--- config.mk ---
export PLATFORM = sky130hd
export DESIGN_NAME = bidir_io_port
export DESIGN_NICKNAME = d
export VERILOG_FILES = /design/src/rtl/bidir_io_pkg.sv /design/src/rtl/bidir_io_sync.sv /design/src/rtl/bidir_io_regs.sv /design/src/rtl/bidir_io_drive.sv /design/src/rtl/bidir_io_port.sv
export SDC_FILE = /design/constraint.sdc
export NUM_CORES = 1
export LEC_CHECK = 0
export CORE_MARGIN = 1.5
export CORE_UTILIZATION = 60
export CTS_CLUSTER_SIZE = 10
export DETAILED_ROUTE_END_ITERATION = 10
export DONT_BUFFER_PORTS = 1
export PLACE_DENSITY = 0.76
export SYNTH_ARGS = -nofsm -noshare
export SYNTH_HDL_FRONTEND = slang
export SYNTH_HIERARCHICAL = 1
export SYNTH_SLANG_ARGS = --single-unit
--- constraint.sdc ---
create_clock -name clk -period 0.9 [get_ports clk]
set_input_delay 0.135 -clock clk [delete_from_list [all_inputs] [get_ports clk]]
set_output_delay 0.135 -clock clk [all_outputs]
set_load 0.05 [all_outputs]
--- src/rtl/bidir_io_pkg.sv ---
`timescale 1ns/1ps
package bidir_io_pkg;

    // Register selector decoded from the bus address.
    typedef enum logic [1:0] {
        SEL_PIN  = 2'd0,
        SEL_LAT  = 2'd1,
        SEL_DIR  = 2'd2,
        SEL_NONE = 2'd3
    } reg_sel_e;

    // Map a bus address of any width onto a register selector.
    function automatic reg_sel_e decode_addr(input logic [31:0] addr);
        case (addr)
            32'd0:   return SEL_PIN;
            32'd1:   return SEL_LAT;
            32'd2:   return SEL_DIR;
            default: return SEL_NONE;
        endcase
    endfunction

endpackage

--- src/rtl/bidir_io_sync.sv ---
`timescale 1ns/1ps
module bidir_io_sync #(
    parameter int WIDTH = 8
) (
    input  logic             clk,
    input  logic             rst_n,
    input  logic [WIDTH-1:0] pad_in,
    output logic [WIDTH-1:0] pin_level
);

    // Two-stage synchroniser state, plus a warm-up count used only by the checker.
    typedef struct packed {
        logic [WIDTH-1:0] meta;
        logic [WIDTH-1:0] held;
        logic [1:0]       warm;
    } sync_t;

    sync_t s_d, s_q;

    always_comb begin
        s_d      = s_q;
        s_d.meta = pad_in;
        s_d.held = s_q.meta;
        if (s_q.warm != 2'd2) begin
            s_d.warm = s_q.warm + 2'd1;
        end
    end

    always_ff @(posedge clk or negedge rst_n) begin
        if (!rst_n) begin
            s_q <= '0;
        end else begin
            s_q <= s_d;
        end
    end

    assign pin_level = s_q.held;

    // the read level lags the pad by exactly two edges once two edges have passed since reset.
    assert_sync_two_stage_R6: assert property (@(posedge clk) disable iff (!rst_n)
        (s_q.warm == 2'd2) |-> (pin_level == $past(pad_in, 2)));

endmodule

--- src/rtl/bidir_io_regs.sv ---
`timescale 1ns/1ps
module bidir_io_regs
    import bidir_io_pkg::*;
#(
    parameter int WIDTH = 8
) (
    input  logic             clk,
    input  logic             rst_n,
    input  reg_sel_e         sel,
    input  logic             wr_en,
    input  logic [WIDTH-1:0] wdata,
    output logic [WIDTH-1:0] dir_bits,
    output logic [WIDTH-1:0] lat_bits
);

    typedef struct packed {
        logic [WIDTH-1:0] dir;
        logic [WIDTH-1:0] lat;
    } regs_t;

    regs_t r_d, r_q;

    always_comb begin
        r_d = r_q;
        if (wr_en) begin
            unique case (sel)
                SEL_PIN, SEL_LAT: r_d.lat = wdata;
                SEL_DIR:          r_d.dir = wdata;
                default:          ;
            endcase
        end
    end

    always_ff @(posedge clk or negedge rst_n) begin
        if (!rst_n) begin
            r_q.dir <= '1;
            r_q.lat <= '0;
        end else begin
            r_q <= r_d;
        end
    end

    assign dir_bits = r_q.dir;
    assign lat_bits = r_q.lat;

    // a write at the port or latch address lands in the latch.
    assert_latch_load_R4: assert property (@(posedge clk) disable iff (!rst_n)
        (wr_en && (sel == SEL_PIN || sel == SEL_LAT)) |=> (lat_bits == $past(wdata)));

    // a write at the direction address lands in the direction register.
    assert_dir_load_R5: assert property (@(posedge clk) disable iff (!rst_n)
        (wr_en && sel == SEL_DIR) |=> (dir_bits == $past(wdata)));

    // without a write strobe both registers hold.
    assert_hold_idle_R11: assert property (@(posedge clk) disable iff (!rst_n)
        !wr_en |=> ($stable(dir_bits) && $stable(lat_bits)));

    // a write at the unmapped address touches nothing.
    assert_unmapped_write_R10: assert property (@(posedge clk) disable iff (!rst_n)
        (wr_en && sel == SEL_NONE) |=> ($stable(dir_bits) && $stable(lat_bits)));

endmodule

--- src/rtl/bidir_io_drive.sv ---
`timescale 1ns/1ps
module bidir_io_drive #(
    parameter int WIDTH = 8
) (
    input  logic             port_owns,
    input  logic [WIDTH-1:0] dir_bits,
    input  logic [WIDTH-1:0] lat_bits,
    output logic [WIDTH-1:0] pad_oe,
    output logic [WIDTH-1:0] pad_out
);

    // One output cell per pin. While a mode holds the pins, the cell drives nothing.
    for (genvar i = 0; i < WIDTH; i++) begin : g_pin
        always_comb begin
            pad_oe[i]  = port_owns & ~dir_bits[i];
            pad_out[i] = port_owns &  lat_bits[i];
        end
    end

endmodule

--- src/rtl/bidir_io_port.sv ---
`timescale 1ns/1ps
module bidir_io_port
    import bidir_io_pkg::*;
#(
    parameter int WIDTH  = 8,
    parameter int ADDR_W = 2
) (
    input  logic              clk,
    input  logic              rst_n,
    input  logic [ADDR_W-1:0] bus_addr,
    input  logic              bus_wr_en,
    input  logic [WIDTH-1:0]  bus_wdata,
    output logic [WIDTH-1:0]  bus_rdata,
    input  logic [WIDTH-1:0]  pad_in,
    output logic [WIDTH-1:0]  pad_oe,
    output logic [WIDTH-1:0]  pad_out,
    input  logic              xbus_off,
    input  logic              slave_mode
);

    localparam int AW32 = (ADDR_W > 32) ? 32 : ADDR_W;

    reg_sel_e         sel;
    logic [WIDTH-1:0] dir_bits;
    logic [WIDTH-1:0] lat_bits;
    logic [WIDTH-1:0] pin_level;
    logic             port_owns;

    always_comb begin
        sel       = decode_addr(32'(bus_addr[AW32-1:0]));
        port_owns = xbus_off & ~slave_mode;
    end

    bidir_io_sync #(.WIDTH(WIDTH)) u_sync (
        .clk       (clk),
        .rst_n     (rst_n),
        .pad_in    (pad_in),
        .pin_level (pin_level)
    );

    bidir_io_regs #(.WIDTH(WIDTH)) u_regs (
        .clk      (clk),
        .rst_n    (rst_n),
        .sel      (sel),
        .wr_en    (bus_wr_en),
        .wdata    (bus_wdata),
        .dir_bits (dir_bits),
        .lat_bits (lat_bits)
    );

    bidir_io_drive #(.WIDTH(WIDTH)) u_drive (
        .port_owns (port_owns),
        .dir_bits  (dir_bits),
        .lat_bits  (lat_bits),
        .pad_oe    (pad_oe),
        .pad_out   (pad_out)
    );

    // Read mux: the port view and the latch view stay apart.
    always_comb begin
        unique case (sel)
            SEL_PIN: bus_rdata = pin_level;
            SEL_LAT: bus_rdata = lat_bits;
            SEL_DIR: bus_rdata = dir_bits;
            default: bus_rdata = '0;
        endcase
    end

    // the external bus owns the pins while it is enabled.
    assert_xbus_quiet_R7: assert property (@(posedge clk) disable iff (!rst_n)
        !xbus_off |-> (pad_oe == '0 && pad_out == '0));

    // the slave-port mode owns the pins.
    assert_slave_quiet_R8: assert property (@(posedge clk) disable iff (!rst_n)
        slave_mode |-> (pad_oe == '0 && pad_out == '0));

    // the output enable tracks the inverted direction bits while the port owns the pins.
    assert_oe_from_dir_R2: assert property (@(posedge clk) disable iff (!rst_n)
        port_owns |-> (pad_oe == ~dir_bits));

    // unmapped reads return zero.
    assert_unmapped_read_R10: assert property (@(posedge clk) disable iff (!rst_n)
        (sel == SEL_NONE) |-> (bus_rdata == '0));

endmodule

==> impl_metrics.csv, run 1 <==
group,metric,value,unit
outcome,status,"aborted with a tool error",
outcome,stop_stage,"4_1_cts",
outcome,error,"[ERROR DPL-0038] Utilization greater than 100%, impossible to legalize",
logic_synthesis,synth_most_common_cell,"dfrtp_1",
logic_synthesis,syn_area,1390,um^2
floorplan,io_pins,47,
logic_synthesis,syn_avg_cell_area,15.2,um^2
logic_synthesis,async_flop_share,100,%
logic_synthesis,synth_seq_cells,32,
clock_tree,post-cts-setup-buffers,6,
clock_tree,clockRootBuffer,"clkbuf_4",
logic_synthesis,synth_cells,91,
floorplan,die_w,51.1,um
placement,dp_hpwl,2.40,mm
logic_synthesis,synth_area_leaders,"dfrtp_1 (43%), dfstp_2 (15%), mux2_4 (8.7%)",
placement,placed_cell_area,1950,um^2
logic_synthesis,yosys_warnings,6,
placement,dp_cells,139,
placement,gp_congestion,0.708,
floorplan,die_h,51.1,um
logic_synthesis,post-synth-top-area-cell,"dfrtp_1",
logic_synthesis,synthDistinctLibCells,16,
logic_synthesis,synth_edf_count,0,
floorplan,row_count,17,
clock_tree,htreeDepth,2,
clock_tree,cts_hold_buf,18,
logic_synthesis,ys.flop_type,"dfrtp_1",
clock_tree,cts_buffers,5,
logic_synthesis,yosysSeqAreaShare,58.5,%
logic_synthesis,synth.net_count,114,
logic_synthesis,synth_top_area_share,43.3,%
clock_tree,cts-resized-gates,26,
placement,io_buffers,0,
clock_tree,clk_path_buf_depth,2,
floorplan,start_util,63.3,%
clock_tree,cts_sinks,32,
## kinds of logic after synthesis
logic type             after synthesis  share of synthesized area (%)
AOI/OAI and AO/OA                    8                           5.05
buffers and inverters                7                           4.60
DFF                                 32                           58.5
muxes                               24                           20.9
and+or+nand+nor                     20                           10.9
## stage by stage
stage               setup WS [ns]  TNS, ns
floorplan                  -0.162    -3.12
global placement           -0.136    -1.24
detailed placement         -0.191    -1.63
==> run 2, diff against run 1 <==
Settings changed: CORE_AREA set to 2 2 63 65, CORE_MARGIN 1.5 to not set, CORE_UTILIZATION 60 to not set, CTS_CLUSTER_SIZE 10 to not set, DIE_AREA set to 0 0 65 67, PLACE_DENSITY 0.76 to not set, PLACE_DENSITY_LB_ADDON set to 0.15.
==> impl_metrics.csv, run 2 <==
group,metric,value,unit
outcome,status,"finished with violations",
outcome,violations,"hold timing, setup timing",
grt,grt_pass1_vias,1043,
setup_path,reg2reg_from,"u_regs/dir_bits[6]",
sta,finalHoldViolCount,32,
run,maxCapViolations,0,
worst_hold_path,hold_path_class,"in2async",
sta,period_minus_slack,1.35,ns
clock_tree,clk_path_buf_depth,2,
sta,setup_ws,-0.449,ns
drt,wl,3.28,mm
placement,dp_cells,159,
setup_path,setup.worst_path.end,"bus_rdata[6]",
sta,finalSetupViolCount,32,
logic_synthesis,syn_area,1390,um^2
setup_path,cp_num_buf_inv,1,
clock_tree,cts_sinks,32,
setup_path,r2r_cells,4,
drt,drc,0,
grt,grtUsageTotal,17.8,%
sta,rsz0062_at_grt,"yes",
clock_tree,clk_pin_slew,0.06,ns
logic_synthesis,synth_seq_cells,32,
power_and_ir_drop,p_comb_share,36.5,%
clock_tree,cts_buffers,5,
sta,fmax,0.741,GHz
placement,placed_cell_area,1980,um^2
setup_path,crit_cells,3,
placement,dp_hpwl,2.09,mm
setup_path,end_kind,"output port",
logic_synthesis,synth_edf_count,0,
drt,via_per_inst,4.67,
sta,min_period_over_period,150,%
grt,antenna_found_initial,0,
cells_and_area,syn_to_final_growth,75.9,%
power_and_ir_drop,p_sw_share,29.4,%
sta,tightest_slew,0.265,ns
setup_path,crit_path_start,"u_regs/dir_bits[6]",
power_and_ir_drop,p_int,3.11,mW
cells_and_area,seqCellArea,815,um^2
logic_synthesis,synth_most_common_cell,"dfrtp_1",
floorplan,die_w,65,um
placement,io_buffers,0,
drt,wire_per_inst,17.0,um
cells_and_area,num_antenna_cells,0,
setup_path,critPathKind,"reg2out",
setup_path,start_kind,"flop",
clock_tree,cts_tree,"built",
floorplan,coreArea,3610,um^2
cells_and_area,layout-drive-gt1-share,73.8,%
grt,grt_overflow_total,0,
clock_tree,cts_hold_buf,16,
setup_path,cp_cell_sequence,"mux2i_2 > o2bb2ai_4 > buf_12",
placement,gp_congestion,0.682,
clock_tree,clockRootBuffer,"clkbuf_8",
cells_and_area,final_common_cell,"dfrtp_1",
power_and_ir_drop,power_per_cell_area,1810,nW/um^2
sta,relSlewSlack,82.0,%
sta,hold_slack,-0.448,ns
sta,maxSlewViolCount,0,
cells_and_area,fillCellCount,256,
grt,grt_max_degree,33,
floorplan,start_util,38.4,%
drt,vias,902,
setup_path,crit_required,0.76,ns
logic_synthesis,synth_cells,91,
grt,grt_pass1_wl,5.53,mm
logic_synthesis,synthDistinctLibCells,16,
logic_synthesis,synth_top_area_share,43.3,%
power_and_ir_drop,max-vdd-ir-drop,1.26,mV
clock_tree,htreeDepth,2,
setup_path,slowest_stage,"dfstp_2",
logic_synthesis,synth_area_leaders,"dfrtp_1 (43%), dfstp_2 (15%), mux2_4 (8.7%)",
clock_tree,clk_latency,0.27,ns
power_and_ir_drop,p_leak,1.04,nW
cells_and_area,fin_area,2440,um^2
cells_and_area,final_cells,193,
setup_path,arrival,1.21,ns
logic_synthesis,yosysSeqAreaShare,58.5,%
cells_and_area,final_cell_mix,"dfrtp_1 (21), buf_6 (16), dlygate4sd3_1 (16), buf_12 (15), mux2_4 (12)",
power_and_ir_drop,clock_power_share,22.4,%
floorplan,dieArea,4360,um^2
drt,drtIter0Drc,28,
logic_synthesis,async_flop_share,100,%
setup_path,rrSetupSlack,-0.14,ns
logic_synthesis,post-synth-top-area-cell,"dfrtp_1",
drt,dr.pass1.iters,3,
cells_and_area,multiInputGateArea,793,um^2
sta,fin_skew,0.00225,ns
logic_synthesis,ys.flop_type,"dfrtp_1",
floorplan,die_h,67,um
setup_path,cp_max_fo,2,
power_and_ir_drop,p_seq_share,41.1,%
setup_path,critPathTopFamily,"flip-flops",
logic_synthesis,synth.net_count,114,
sta,setup_tns,-8.08,ns
power_and_ir_drop,power,4.40,mW
logic_synthesis,yosys_warnings,6,
floorplan,row_count,22,
placement,post-place-ws,-0.164,ns
floorplan,io_pins,47,
cells_and_area,nets,168,
power_and_ir_drop,switching_power,1.29,mW
logic_synthesis,syn_avg_cell_area,15.2,um^2
drt,ant_nets,0,
setup_path,crit_path_max_incr_delay,0.54,ns
setup_path,r2r-end,"u_regs/dir_bits[6]",
run 2: cell counts after synthesis:
Identical to the previous run, type by type.
run 2: cell families (layout without fill, tap and decap cells):
logic type             after synthesis  after routing  share of synthesized area, %
AOI/OAI and AO/OA                    8              8                          5.05
and+or+nand+nor                     20             20                          10.9
buffers and inverters                7             61                          4.60
muxes                               24             24                          20.9
DFF                                 32             32                          58.5
run 2: how the worst min path moves through the flow:
stage          cells past startpoint   from                  end  slack (ns)
4_1_cts                            0  rst_n        u_sync/s_d[6]       -0.46
5_1_grt                            0  rst_n  u_sync/pin_level[1]       -0.47
6_report                           0  rst_n        u_sync/s_d[7]       -0.45
3_3_place_gp                       0  rst_n        u_sync/s_d[7]       -0.16
2_1_floorplan                      0  rst_n   u_regs/lat_bits[0]       -0.16
3_5_place_dp                       0  rst_n        u_sync/s_d[7]       -0.16
run 2: timing repair:
item / 4_1_cts / 5_1_grt
hold endpoints to repair: 53 / 32
gates resized for setup: 26 / 16
setup buffers: 8 / 5
cloned: 0 / 0
endpoints found under the setup margin: 24 / 31
pin swaps: 9 / 10
run 2: worst reg2reg max path: stages, from the launching register on:
cell,delay (ns)
dfstp_2,0.38
buf_4,0.13
buf_6,0.11
buf_4,0.12
mux2_4,0.25
run 2: area by class of cell:
type                            instances  share of cell area [%]
Tap cell                               48                    2.46
Clock buffer                            6                    2.98
Sequential cell                        32                    33.4
Multi-Input combinational cell         52                    32.5
Clock inverter                          1                   0.205
Timing Repair Buffer                   54                    28.4
run 2: power groups by stage:
| stage | clock, mW | combinational [mW] | sequential (mW) |
|---|---|---|---|
| 6_report | 0.988 | 1.60 | 1.81 |
| 5_1_grt | 1.11 | 1.68 | 1.83 |
| 4_1_cts | 1.04 | 1.52 | 1.80 |
| 3_5_place_dp | 0 | 1.26 | 1.80 |
| 3_3_place_gp | 0 | 1.24 | 1.78 |
| 2_1_floorplan | 0 | 0.840 | 1.78 |
run 2: metrics by stage:
stage | util [%] | hold WS (ns)
2_1_floorplan | - | -0.161
3_3_place_gp | 54.9 | -0.160
3_5_place_dp | 54.9 | -0.160
4_1_cts | 65.7 | -0.461
5_1_grt | 67.6 | -0.472
6_report | 67.6 | -0.448
run 2: per-layer routing:
| layer | routed length (um) | track usage (%) | vias up |
|---|---|---|---|
| met2 | 1820 | 31.6 | 30 |
| met1 | 1290 | 20.6 | 454 |
| met5 | 0 | 0 | - |
| li1 | - | - | 416 |
| met4 | 8 | 5.59 | 0 |
| met3 | 163 | 5.07 | 2 |
Power figures use the tool's default switching activity.
==> run 3, diff against run 2 <==
Settings changed: CTS_BUF_LIST set to sky130_fd_sc_hd__clkbuf_4 sky130_fd_sc_hd__clkbuf_8.
==> impl_metrics.csv, run 3 (synthesis gave the netlist of run 2 again) <==
group,metric,value,unit
grt,grt_pass1_wl,5.60,mm
floorplan,die_h,67,um
cells_and_area,fin_area,2430,um^2
clock_tree,cts_hold_buf,16,
setup_path,cp_max_fo,2,
setup_path,start_kind,"flop",
clock_tree,clk_latency,0.27,ns
clock_tree,clk_path_buf_depth,2,
power_and_ir_drop,p_sw_share,29.4,%
setup_path,r2r_cells,4,
drt,ant_nets,0,
power_and_ir_drop,switching_power,1.30,mW
power_and_ir_drop,power,4.42,mW
power_and_ir_drop,p_comb_share,35.8,%
clock_tree,cts_buffers,5,
sta,finalHoldViolCount,32,
power_and_ir_drop,p_int,3.12,mW
placement,gp_congestion,0.682,
power_and_ir_drop,max-vdd-ir-drop,1.26,mV
sta,tightest_slew,0.265,ns
cells_and_area,final_cell_mix,"dfrtp_1 (21), dlygate4sd3_1 (16), buf_12 (15), buf_6 (15), mux2_4 (11)",
setup_path,rrSetupSlack,-0.14,ns
cells_and_area,nets,167,
clock_tree,htreeDepth,2,
sta,setup_ws,-0.451,ns
sta,rsz0062_at_grt,"yes",
setup_path,crit_path_start,"u_regs/dir_bits[6]",
clock_tree,clk_pin_slew,0.06,ns
setup_path,crit_required,0.76,ns
grt,grt_pass1_vias,1069,
floorplan,row_count,22,
sta,fin_skew,0.00251,ns
cells_and_area,syn_to_final_growth,75.1,%
cells_and_area,post-route-util,67.3,%
placement,dp_hpwl,2.09,mm
drt,via_per_inst,4.70,
setup_path,arrival,1.22,ns
floorplan,coreArea,3610,um^2
setup_path,setup.worst_path.end,"bus_rdata[6]",
cells_and_area,layout-drive-gt1-share,74.3,%
power_and_ir_drop,power_per_cell_area,1820,nW/um^2
grt,grt_max_degree,33,
drt,dr.pass1.iters,4,
drt,vias,903,
sta,hold_slack,-0.450,ns
clock_tree,cts_sinks,32,
placement,post-place-ws,-0.164,ns
sta,min_period_over_period,150,%
cells_and_area,final_common_cell,"dfrtp_1",
drt,wire_per_inst,17.4,um
grt,antenna_found_initial,0,
placement,placed_cell_area,1980,um^2
floorplan,die_w,65,um
floorplan,dieArea,4360,um^2
setup_path,r2r-end,"u_regs/dir_bits[6]",
setup_path,reg2reg_from,"u_regs/dir_bits[6]",
grt,grt_overflow_total,0,
worst_hold_path,hold_path_class,"in2async",
cells_and_area,num_antenna_cells,0,
sta,finalSetupViolCount,31,
grt,grtUsageTotal,18.0,%
drt,drtIter0Drc,30,
clock_tree,cts_tree,"built",
placement,io_buffers,0,
floorplan,start_util,38.4,%
sta,setup_tns,-8.12,ns
drt,drc,0,
power_and_ir_drop,clock_power_share,23.2,%
run,maxCapViolations,0,
setup_path,end_kind,"output port",
floorplan,io_pins,47,
cells_and_area,final_cells,192,
outcome,status,"finished with violations",
sta,relSlewSlack,82.0,%
power_and_ir_drop,p_leak,1.03,nW
outcome,violations,"hold timing, setup timing",
clock_tree,clockRootBuffer,"clkbuf_8",
sta,fmax,0.740,GHz
power_and_ir_drop,p_seq_share,41.0,%
drt,wl,3.34,mm
setup_path,critPathKind,"reg2out",
sta,period_minus_slack,1.35,ns
sta,maxSlewViolCount,0,
cells_and_area,fillCellCount,257,
placement,dp_cells,159,
[run 3: changes by cell type in the layout (fill, tap and decap cells not counted), sizes merged]
cell	change
buf	-1
[run 3: worst max-delay path, cell delays in order (launching register included)]
cell and delay (ns):
dfstp_2 0.54, mux2i_2 0.09, o2bb2ai_4 0.15, buf_12 0.15
[run 3: worst min path at each step]
| stage | startpoint | to | slack, ns | depth (start not counted) |
|---|---|---|---|---|
| CTS | rst_n | u_sync/s_d[6] | -0.46 | 0 |
| finish | rst_n | u_sync/s_d[7] | -0.45 | 0 |
| detailed placement | rst_n | u_sync/s_d[7] | -0.16 | 0 |
| global route | rst_n | u_sync/pin_level[1] | -0.47 | 0 |
| floorplan | rst_n | u_regs/lat_bits[0] | -0.16 | 0 |
| global placement | rst_n | u_sync/s_d[7] | -0.16 | 0 |
[run 3: per-layer routing]
| layer | share of wire, % | wire length [um] | vias up | GRT usage [%] |
|---|---|---|---|---|
| met3 | 4.4 | 148 | 2 | 4.22 |
| met5 | 0 | 0 | - | 0 |
| met1 | 37 | 1250 | 455 | 20.6 |
| met4 | 0.30 | 10 | 0 | 7.45 |
| met2 | 58 | 1930 | 33 | 32.3 |
| li1 | - | - | 413 | - |
[run 3: cell type report]
cell class	count	area [um^2]	share of cell area [%]
Clock buffer	6	76.3	3.14
Clock inverter	1	5.00	0.206
Multi-Input combinational cell	52	790	32.5
Sequential cell	32	815	33.6
Tap cell	48	60.1	2.47
Timing Repair Buffer	53	682	28.1
[run 3: repair_timing]
action | 4_1_cts | 5_1_grt
pin swaps | 9 | 10
resized for setup | 26 | 14
setup buffers | 8 | 4
endpoints found under the hold margin | 53 | 32
setup endpoints to repair | 24 | 31
cloned | 0 | 0
[run 3: power groups by stage]
stage	sequential [mW]	combinational, mW	clock [mW]
2_1_floorplan	1.78	0.840	0
3_3_place_gp	1.78	1.24	0
3_5_place_dp	1.80	1.26	0
4_1_cts	1.80	1.52	1.07
5_1_grt	1.83	1.66	1.13
6_report	1.81	1.58	1.02
